**src/rtl/mag_pkg.sv**
```systemverilog
package mag_pkg;
    typedef enum logic [1:0] {
        SZ_BYTE = 2'b00,
        SZ_HALF = 2'b01,
        SZ_WORD = 2'b10,
        SZ_WALT = 2'b11
    } acc_size_e;

    localparam logic [3:0] CAUSE_NONE       = 4'd0;
    localparam logic [3:0] CAUSE_LOAD_ADDR  = 4'd4;
    localparam logic [3:0] CAUSE_STORE_ADDR = 4'd5;
endpackage

```
**src/rtl/mag_check.sv**
```systemverilog
module mag_check
    import mag_pkg::*;
#(
    parameter int OFF_W = 2
) (
    input  logic [1:0]       size,
    input  logic [OFF_W-1:0] off,
    input  logic             addr_msb,
    input  logic             user_mode,
    output logic             misalign,
    output logic             priv_viol
);
    always_comb begin
        unique case (acc_size_e'(size))
            SZ_BYTE: misalign = 1'b0;
            SZ_HALF: misalign = off[0];
            default: misalign = |off;
        endcase
        priv_viol = user_mode & addr_msb;
    end
endmodule

```
**src/rtl/mag_store_lane.sv**
```systemverilog
module mag_store_lane
    import mag_pkg::*;
#(
    parameter int DATA_W = 32,
    parameter int LANES  = DATA_W / 8,
    parameter int OFF_W  = $clog2(LANES)
) (
    input  logic [1:0]        size,
    input  logic [OFF_W-1:0]  off,
    input  logic [DATA_W-1:0] wdata,
    output logic [LANES-1:0]  lane_en,
    output logic [DATA_W-1:0] lane_data
);
    for (genvar i = 0; i < LANES; i++) begin : g_lane
        localparam logic [OFF_W-1:0] IDX = OFF_W'(i);
        always_comb begin
            unique case (acc_size_e'(size))
                SZ_BYTE: begin
                    lane_en[i]          = (off == IDX);
                    lane_data[8*i +: 8] = wdata[7:0];
                end
                SZ_HALF: begin
                    lane_en[i]          = (off[OFF_W-1:1] == IDX[OFF_W-1:1]);
                    lane_data[8*i +: 8] = wdata[8*(i%2) +: 8];
                end
                default: begin
                    lane_en[i]          = 1'b1;
                    lane_data[8*i +: 8] = wdata[8*i +: 8];
                end
            endcase
        end
    end
endmodule

```
**src/rtl/mag_load_extract.sv**
```systemverilog
module mag_load_extract
    import mag_pkg::*;
#(
    parameter int DATA_W = 32,
    parameter int LANES  = DATA_W / 8,
    parameter int OFF_W  = $clog2(LANES)
) (
    input  logic [1:0]        size,
    input  logic [OFF_W-1:0]  off,
    input  logic              sign_ext,
    input  logic [DATA_W-1:0] rdata,
    output logic [DATA_W-1:0] ld_data
);
    logic [7:0]  byte_sel;
    logic [15:0] half_sel;

    always_comb begin
        byte_sel = rdata[8*off +: 8];
        half_sel = rdata[16*off[OFF_W-1:1] +: 16];
        unique case (acc_size_e'(size))
            SZ_BYTE: ld_data = {{(DATA_W-8){sign_ext & byte_sel[7]}}, byte_sel};
            SZ_HALF: ld_data = {{(DATA_W-16){sign_ext & half_sel[15]}}, half_sel};
            default: ld_data = rdata;
        endcase
    end
endmodule

```
**src/rtl/mem_access_guard.sv**
```systemverilog
module mem_access_guard
    import mag_pkg::*;
#(
    parameter int ADDR_W  = 32,
    parameter int DATA_W  = 32,
    parameter int CAUSE_W = 4
) (
    input  logic                clk,
    input  logic                rst_n,
    input  logic                req_valid,
    input  logic                req_write,
    input  logic [1:0]          req_size,
    input  logic [ADDR_W-1:0]   req_addr,
    input  logic [DATA_W-1:0]   req_wdata,
    input  logic                req_signed,
    input  logic                user_mode,
    input  logic [DATA_W-1:0]   mem_rdata,
    output logic                mem_en,
    output logic [DATA_W/8-1:0] mem_be,
    output logic [ADDR_W-1:0]   mem_addr,
    output logic [DATA_W-1:0]   mem_wdata,
    output logic                ld_wb_en,
    output logic [DATA_W-1:0]   ld_data,
    output logic                exc_req,
    output logic [CAUSE_W-1:0]  exc_cause,
    output logic [ADDR_W-1:0]   bad_addr
);
    localparam int LANES = DATA_W / 8;
    localparam int OFF_W = $clog2(LANES);

    typedef struct packed {
        logic               exc;
        logic [CAUSE_W-1:0] cause;
        logic [ADDR_W-1:0]  bad;
    } fault_st_t;

    fault_st_t st_d, st_q;

    logic             misalign, priv_viol, fault;
    logic [LANES-1:0] lane_en;
    logic [OFF_W-1:0] off;

    assign off = req_addr[OFF_W-1:0];

    mag_check #(.OFF_W(OFF_W)) u_check (
        .size      (req_size),
        .off       (off),
        .addr_msb  (req_addr[ADDR_W-1]),
        .user_mode (user_mode),
        .misalign  (misalign),
        .priv_viol (priv_viol)
    );

    mag_store_lane #(.DATA_W(DATA_W)) u_store (
        .size      (req_size),
        .off       (off),
        .wdata     (req_wdata),
        .lane_en   (lane_en),
        .lane_data (mem_wdata)
    );

    mag_load_extract #(.DATA_W(DATA_W)) u_load (
        .size     (req_size),
        .off      (off),
        .sign_ext (req_signed),
        .rdata    (mem_rdata),
        .ld_data  (ld_data)
    );

    always_comb begin
        fault    = req_valid & (misalign | priv_viol);
        mem_en   = req_valid & ~fault;
        mem_be   = (mem_en & req_write) ? lane_en : '0;
        ld_wb_en = mem_en & ~req_write;
        mem_addr = {req_addr[ADDR_W-1:OFF_W], {OFF_W{1'b0}}};

        st_d     = st_q;
        st_d.exc = fault;
        if (fault) begin
            st_d.cause = req_write ? CAUSE_W'(CAUSE_STORE_ADDR) : CAUSE_W'(CAUSE_LOAD_ADDR);
            st_d.bad   = req_addr;
        end
    end

    always_ff @(posedge clk or negedge rst_n) begin
        if (!rst_n) begin
            st_q <= '0;
        end else begin
            st_q <= st_d;
        end
    end

    assign exc_req   = st_q.exc;
    assign exc_cause = st_q.cause;
    assign bad_addr  = st_q.bad;
endmodule

```
**config.mk**
```make
export PLATFORM = sky130hd
export DESIGN_NAME = mem_access_guard
export DESIGN_NICKNAME = d
export VERILOG_FILES = /design/src/rtl/mag_pkg.sv /design/src/rtl/mag_check.sv /design/src/rtl/mag_store_lane.sv /design/src/rtl/mag_load_extract.sv /design/src/rtl/mem_access_guard.sv
export SDC_FILE = /design/constraint.sdc
export NUM_CORES = 1
export LEC_CHECK = 0
export CORE_AREA = 3 3 94 96
export DETAILED_ROUTE_END_ITERATION = 10
export DIE_AREA = 0 0 97 99
export DONT_BUFFER_PORTS = 1
export REMOVE_ABC_BUFFERS = 1
export SYNTH_ARGS = -nofsm -noshare
export SYNTH_HDL_FRONTEND = slang
export SYNTH_SLANG_ARGS = --single-unit
```
**constraint.sdc**
```tcl
create_clock -name clk -period 2.9 [get_ports clk]
set_input_delay 0 -clock clk [delete_from_list [all_inputs] [get_ports clk]]
set_output_delay 0 -clock clk [all_outputs]
set_load 0.01 [all_outputs]
```
==> run metrics, run 1 <==
headroom to the max-slew limit 0.537; Worst setup SP type input port; H-tree depth 2; number of diodes 0; drc violations 0; nets 372; initial antenna violation count 0; die span in y 99 um; TritonCTS Buffers 5; Post-synth EDFFs 0; share of post-route cells with drive strength above 1 0.275; DRT iter0 DRCs 36; number of hold buffers added after cts 37; DRT Pass-1 Iters 6; die footprint 0.00960 mm2; post-DP HPWL 5770 um; leakage power 1.34 nW; # port buffers 0; clock-pin slew on the worst setup and hold paths 0.06 ns; Seq pwr share 0.474; Worst Setup End Kind register; Yosys top cell by area dfrtp_1; Clk Latency, worst-skew pair 0.27 ns; Total GRT Usage 0.151; fin crit period 1.58 ns; total number of vias 1984; Peak supply drop 0.000341 V; RSZ-0062 raised after global routing no; crit path DAT 1.74 ns; clock skew 0 ns; # Post-CTS Setup Buffers 0; Core Region 0.00813 mm2; crit-path max cell delay 0.55 ns; Yosys warning count 0; cell count after synthesis 278; Syn Area/Cell 10.0 um2; count of cell types in the netlist 30; Synth area leaders dfrtp_1 31%, mux2_4 15%, buf_4 12%; fillers 815; post_cts resized 0; switching share of power 0.305; Period Utilization, post-route 0.546; Routed Antenna Nets 0; WL/cell 20.1 um; worst min path class in2out; Setup-failing EPs final 0; Area growth, synth to finish 7.68%; f_max 631 MHz; top post-synthesis cells by count 49 x nand2_1, 44 x buf_4, 35 x dfrtp_1; Ports 243; most used standard cell by instance count after synthesis nand2_1; Switch Pwr 0.428 mW; synthesized area 0.00279 mm2; internal power 0.978 mW; Post-synth ARST share 1.00; CTS root buffer clkbuf_8; TNS Setup 0 ns; CTS tree yes; vias in the first global route 2118; Final Hold Fails 0; Avg Vias per Cell 5.30; Synth Register Bits 35; slowest CP cell dlygate4sd3_1; FP Rows 33; max-slew violation count 0; routability cong. 0.933; clock sink total 35; worst-path maximum fanout 3; outcome finished clean; largest net degree at the start of global routing 55; critical path class in2reg; gr ovfl total 0; first-pass GRT wire length 11700 um; worst slew pin tran 0.690 ns; Critical Path Most Common Cell dlygate4sd3_1; maxcap violations 0; crit-path cells dlygate4sd3_1 -> nand2_1 -> dlygate4sd3_1 -> o2bb2ai_1 -> dlygate4sd3_1; Die Width 97 um; Initial Utilization 0.342; combinational share of power 0.270; post-synth top area share 0.314; worst path required time 3.06 ns; final wirelength 7520 um; Worst Hold Slack 0.00000423 ns; part of the power in the clock network 0.256; register area share after synthesis 0.314; PwrDens 469 mW/mm2; clk buf depth 2; ys flop type dfrtp_1
==> metrics by stage <==
stage | total power, mW | setup WS (ns) | std cells | instance area [um2] | util
finish | 1.41 | 1.32 | 374 | 3000 | 0.369
global route | 1.48 | 1.27 | 374 | 3000 | 0.369
CTS | 1.43 | 1.33 | 374 | 3000 | 0.369
detailed placement | 1.00 | 1.39 | 329 | 2520 | 0.310
global placement | 0.997 | 1.43 | 329 | 2520 | 0.310
floorplan | 0.944 | -0.233 | 221 | 2360 | -
==> cell families after synthesis <==
family	count (synthesis)	share of synthesized area
AND/OR/NAND/NOR	70	0.107
multiplexers	67	0.313
buffers and inverters	65	0.163
AO/OA/AOI/OAI	40	0.102
flip-flops	35	0.314
other	1	0.00135
==> metal layers <==
layer  share of wire  vias to the layer above  wire, um  global-route usage
li1                -                      887         -                   -
met1            0.36                      912      2670               0.163
met2            0.50                      166      3790               0.266
met3            0.11                       19       860              0.0602
met4           0.026                        0       193              0.0551
met5               0                        -         0                   0
==> power groups by stage <==
| stage | sequential, mW | combinational, mW | clock, mW |
|---|---|---|---|
| after CTS | 0.667 | 0.381 | 0.379 |
| final | 0.667 | 0.379 | 0.360 |
| after global routing | 0.678 | 0.410 | 0.397 |
| after detailed placement | 0.671 | 0.329 | 0 |
| after floorplan | 0.654 | 0.291 | 0 |
| after global placement | 0.676 | 0.322 | 0 |
==> critical path, delay by kind of cell <==
family | cells | cell delay (ns)
buffers and inverters | 3 | 1.63
AND/OR/NAND/NOR | 1 | 0.06
AO/OA/AOI/OAI | 1 | 0.05
==> final timing paths <==
kind | startpoint | to | slack, ns | cells past startpoint
worst min register to register | exc_cause[2] | exc_cause[2] | 0.56 | 1
min in group asynchronous | rst_n | bad_addr[9] | 0.17 | 2
worst min-delay path | req_addr[30] | mem_addr[30] | 0.000004 | 0
worst max register to register | bad_addr[31] | bad_addr[31] | 1.68 | 2
worst max-delay path | req_addr[31] | bad_addr[31] | 1.32 | 5
max in group asynchronous | rst_n | bad_addr[0] | 2.55 | 2
==> sequential cells by signal, indices dropped and copies added (netlist names) <==
| signal | count |
|---|---|
| bad_addr | 32 |
| exc_req | 1 |
| exc_cause | 2 |
==> placed cells by master (no fill, tap or decap), drive strengths merged <==
cell,synthesis,layout
and3,1,1
nor3,1,1
conb,1,4
clkinv,0,1
a2bb2oi,1,1
o21ai,19,19
a221o,7,7
a22oi,7,7
dfrtp,35,35
mux4,2,2
a21oi,3,3
inv,5,5
buf,55,4
clkbuf,5,7
nand2,49,49
mux2,56,56
nand3,2,2
nor2b,5,5
or2,1,1
and2,1,1
mux2i,9,9
dlygate4sd3,0,36
o2bb2ai,1,1
a222oi,1,1
nor2,10,10
o22ai,1,1
==> cell type report <==
| cell class | count | area (um2) | share of cell area |
|---|---|---|---|
| Clock inverter | 1 | 8.76 | 0.00292 |
| Multi-Input combinational cell | 181 | 1480 | 0.492 |
| Clock buffer | 7 | 86.3 | 0.0288 |
| Tap cell | 105 | 131 | 0.0438 |
| Timing Repair Buffer | 40 | 403 | 0.134 |
| Inverter | 5 | 18.8 | 0.00626 |
| Sequential cell | 35 | 876 | 0.292 |
Power figures use the tool's default switching activity.
==> run 2, diff against run 1 <==
clock period = 1.35 ns   (was 2.9 ns; I/O delays follow)
==> run metrics, run 2 (synthesis gave the netlist of run 1 again) <==
outcome finished clean; Period Utilization, post-route 0.775; Setup-failing EPs final 0; largest net degree at the start of global routing 55; vias in the first global route 2107; post-DP HPWL 5650 um; FP Rows 33; Peak supply drop 0.00102 V; Worst setup SP type input port; met3 Use GR 0.0495; CTS tree yes; crit path launch req_addr[31]; Initial Utilization 0.342; number of diodes 0; Total GRT Usage 0.147; Worst Setup End Kind register; total number of vias 1993; # Post-CTS Setup Buffers 0; Ports 243; DRT iter0 DRCs 41; grt peak-use layer met2; fin crit period 1.05 ns; critical path class in2reg; Die Width 97 um; die span in y 99 um; CTS root buffer clkbuf_8; worst min path class in2out; worst-path maximum fanout 3; Routed Antenna Nets 0; area of placed instances 0.00260 mm2; PwrDens 1040 mW/mm2; HP Start req_addr[30]; DRT Pass-1 Iters 4; max-slew violation count 0; H-tree depth 2; initial antenna violation count 0; routability cong. 0.864; Clk Latency, worst-skew pair 0.28 ns; Largest register FFs 32; Final Hold Fails 0; met2 usage 0.262; TNS Setup 0 ns; drc violations 0; Area growth, synth to finish 11.5%; Reg2Reg Launch Point exc_cause[2]; die footprint 0.00960 mm2; Worst Hold Slack 0.00000418 ns; gr ovfl total 0; clk buf depth 2; Avg Vias per Cell 5.20; clock sink total 35; worst slew pin tran 0.626 ns; TritonCTS Buffers 5; Core Region 0.00813 mm2; GR Util met1 0.165; Util after Layout 0.382; crit path DAT 1.25 ns; reg2reg setup slack 0.51 ns; headroom to the max-slew limit 0.580; leakage power 1.40 nW; nets 381; # port buffers 0; worst path required time 1.55 ns; f_max 956 MHz; final wirelength 7400 um; share of post-route cells with drive strength above 1 0.299; commonest non-fill, non-tap cell in the layout nand2_1; final instance area 0.00310 mm2; WL/cell 19.3 um; first-pass GRT wire length 11400 um; clock skew 0 ns; clock-pin slew on the worst setup and hold paths 0.07 ns; RSZ-0062 raised after global routing no; maxcap violations 0; most frequent cells in the layout 49 x nand2_1, 37 x dlygate4sd3_1, 35 x dfrtp_1
[run 2: what timing repair did]
action                    in CTS  in global routing
hold buffers                  38                  0
hold endpoints to repair      68                  0
resized for setup              0                  0
[run 2: critical path, stage by stage]
cell and delay (ns):
dlygate4sd3_1 0.53, nand2_1 0.05, dlygate4sd3_1 0.55, o2bb2ai_1 0.13
[run 2: final cells by class]
| cell class | count | area [um2] |
|---|---|---|
| Clock inverter | 2 | 35.0 |
| Tap cell | 105 | 131 |
| Fill cell | 772 | 5030 |
| Timing Repair Buffer | 49 | 485 |
| Sequential cell | 35 | 876 |
| Clock buffer | 6 | 82.6 |
| Multi-Input combinational cell | 181 | 1480 |
| Inverter | 5 | 18.8 |
[run 2: metal layers]
layer  part of all wire  vias up
li1                   -      906
met1               0.36      913
met2               0.51      162
met3               0.10       12
met4              0.021        0
met5                  0        -
[run 2: stage by stage]
| stage | power [mW] | setup slack, ns | cells |
|---|---|---|---|
| floorplan | 2.03 | -1.78 | 221 |
| global route | 3.39 | 0.231 | 383 |
| global placement | 2.17 | 0.254 | 337 |
| detailed placement | 2.18 | 0.235 | 337 |
| CTS | 3.28 | 0.313 | 383 |
| finish | 3.22 | 0.304 | 383 |
[run 2: worst paths after layout]
path	endpoint	cells after the start
max	bad_addr[31]	4
min	mem_addr[30]	0
max reg2reg	exc_cause[2]	1
min reg2reg	exc_cause[2]	1
max in group asynchronous	bad_addr[31]	2
min in group asynchronous	bad_addr[9]	2
[run 2: where the power goes]
group / internal (mW) / switching (mW) / leakage (nW)
Clock: 0.597 / 0.355 / 0.0612
Sequential: 1.22 / 0.209 / 0.408
Combinational: 0.487 / 0.358 / 0.932
Total: 2.30 / 0.921 / 1.40
==> run 3, diff against run 2 <==
ABC_AREA = 1   (was unset)
CORE_AREA = 3 3 93 95   (was 3 3 94 96)
DIE_AREA = 0 0 96 98   (was 0 0 97 99)
clock period = 1 ns   (was 1.35 ns; I/O delays follow)
==> run metrics, run 3 <==
outcome finished clean; Synth Register Bits 35; initial antenna violation count 0; commonest non-fill, non-tap cell in the layout nand2_1; fin crit period 0.900 ns; maxcap violations 0; met1 wire length 2950 um; Peak supply drop 0.000761 V; Worst setup SP type input port; worst path required time 1.00 ns; die footprint 0.00941 mm2; Period Utilization, post-route 0.900; post-synth top area share 0.336; clock skew 0 ns; die span in y 98 um; nets 523; slowest CP cell buf_12; Final Total Pwr 4.16 mW; synthesized area 0.00261 mm2; Die Width 96 um; DRT Pass-1 Iters 4; worst slew pin tran 0.518 ns; Setup-failing EPs final 0; Ports 243; DRT iter0 DRCs 89; crit-path max cell delay 0.17 ns; TritonCTS Buffers 5; Critical Path Most Common Cell nand2_1; most used standard cell by instance count after synthesis nand2_1; final wirelength 9300 um; worst-path maximum fanout 12; CTS root buffer clkbuf_8; CTS tree yes; clock sink total 35; Clk Latency, worst-skew pair 0.28 ns; total number of vias 2645; met2 WL 5050 um; vias in the first global route 2658; largest net degree at the start of global routing 37; max-slew violation count 0; Avg Vias per Cell 5.07; Synth area leaders dfrtp_1 34%, nand2_1 33%, buf_4 13%; reg2reg setup slack 0.17 ns; drc violations 0; Area growth, synth to finish 16.0%; Syn Area/Cell 6.30 um2; Post-synth EDFFs 0; worst min path class in2out; # port buffers 0; met3 wire len 1240 um; post-DP HPWL 7140 um; Post-synth ARST share 1.00; leakage power 1.65 nW; critical path class in2out; crit-path cells inv_1 -> buf_4 -> nand2_1 -> nand2_1 -> nand2_1 -> nand2_2 -> nand3_4 -> buf_12 -> nand3_1 -> buf_4; TNS Setup 0 ns; FP Rows 32; routability cong. 0.837; RSZ-0062 raised after global routing yes; most frequent cells in the layout 225 x nand2_1, 40 x nand3_1, 35 x dfrtp_1; Worst Setup End Kind primary output; Total GRT Usage 0.183; share of post-route cells with drive strength above 1 0.102; Largest register FFs 32; count of cell types in the netlist 21; first-pass GRT wire length 13500 um; crit path DAT 0.90 ns; Yosys top cell by area dfrtp_1; Initial Utilization 0.334; ys flop type dfrtp_1; PwrDens 1380 mW/mm2; Final Hold Fails 0; Yosys warning count 0; Core Region 0.00781 mm2; headroom to the max-slew limit 0.651; H-tree depth 2; register area share after synthesis 0.336; WL/cell 17.8 um; clk buf depth 2; Routed Antenna Nets 0; f_max 1110 MHz; top post-synthesis cells by count 227 x nand2_1, 46 x buf_4, 41 x nand3_1; cell count after synthesis 414; gr ovfl total 0; number of diodes 0; DR top layer met4
[run 3: through the flow]
| stage | cells | setup slack (ns) | cell area [um2] | hold slack, ns | util |
|---|---|---|---|---|---|
| final | 522 | 0.100 | 3030 | 0.00000292 | 0.388 |
| after detailed placement | 479 | -0.00360 | 2520 | -0.295 | 0.322 |
| after floorplan | 358 | -0.415 | 2210 | -0.296 | - |
| after CTS | 521 | 0.0826 | 2980 | 0.0000770 | 0.382 |
| after global routing | 522 | -0.0106 | 3030 | 0.0000288 | 0.388 |
| after global placement | 479 | 0.0375 | 2520 | -0.295 | 0.322 |
[run 3: critical path, delay by kind of cell]
family | cells | cell delay (ns)
buffers and inverters | 4 | 0.48
and+or+nand+nor | 6 | 0.40
[run 3: layer usage]
metal / vias to the layer above / track usage
met1: 1198 / 0.168
met5: - / 0
met3: 7 / 0.0770
li1: 1252 / -
met2: 188 / 0.364
met4: 0 / 0.0284
[run 3: timing repair]
item,4_1_cts,5_1_grt
setup endpoints to repair,0,4
hold endpoints to repair,67,0
gates resized for setup,0,4
hold buffers,34,0
setup buffers,0,0
[run 3: where the power goes]
part           switching (mW)  internal [mW]
sequential              0.251           1.62
clock                   0.523          0.755
combinational           0.629          0.387
total                    1.40           2.76
[run 3: path summary, 6_finish.rpt]
path,from,endpoint,cells after the start
max reg2reg,exc_cause[2],exc_cause[2],1
max,req_addr[0],ld_data[28],10
max in group asynchronous,rst_n,bad_addr[16],2
min in group asynchronous,rst_n,bad_addr[29],2
min,req_addr[6],mem_addr[6],0
min reg2reg,bad_addr[18],bad_addr[18],2
[run 3: cell type report]
class                      instances  area, um2
sequential                        35        876
inverter                          17       66.3
timing repair buffer              54        556
multi-input combinational        306       1280
fill                             803       4780
tap                              102        128
clock inverter                     3       47.5
clock buffer                       5       68.8
[run 3: cells by family after synthesis]
kind of cell	share of synthesized area
AO/OA/AOI/OAI	0.0537
flip-flops	0.336
other	0.00144
AND/OR/NAND/NOR	0.426
buffers and inverters	0.183
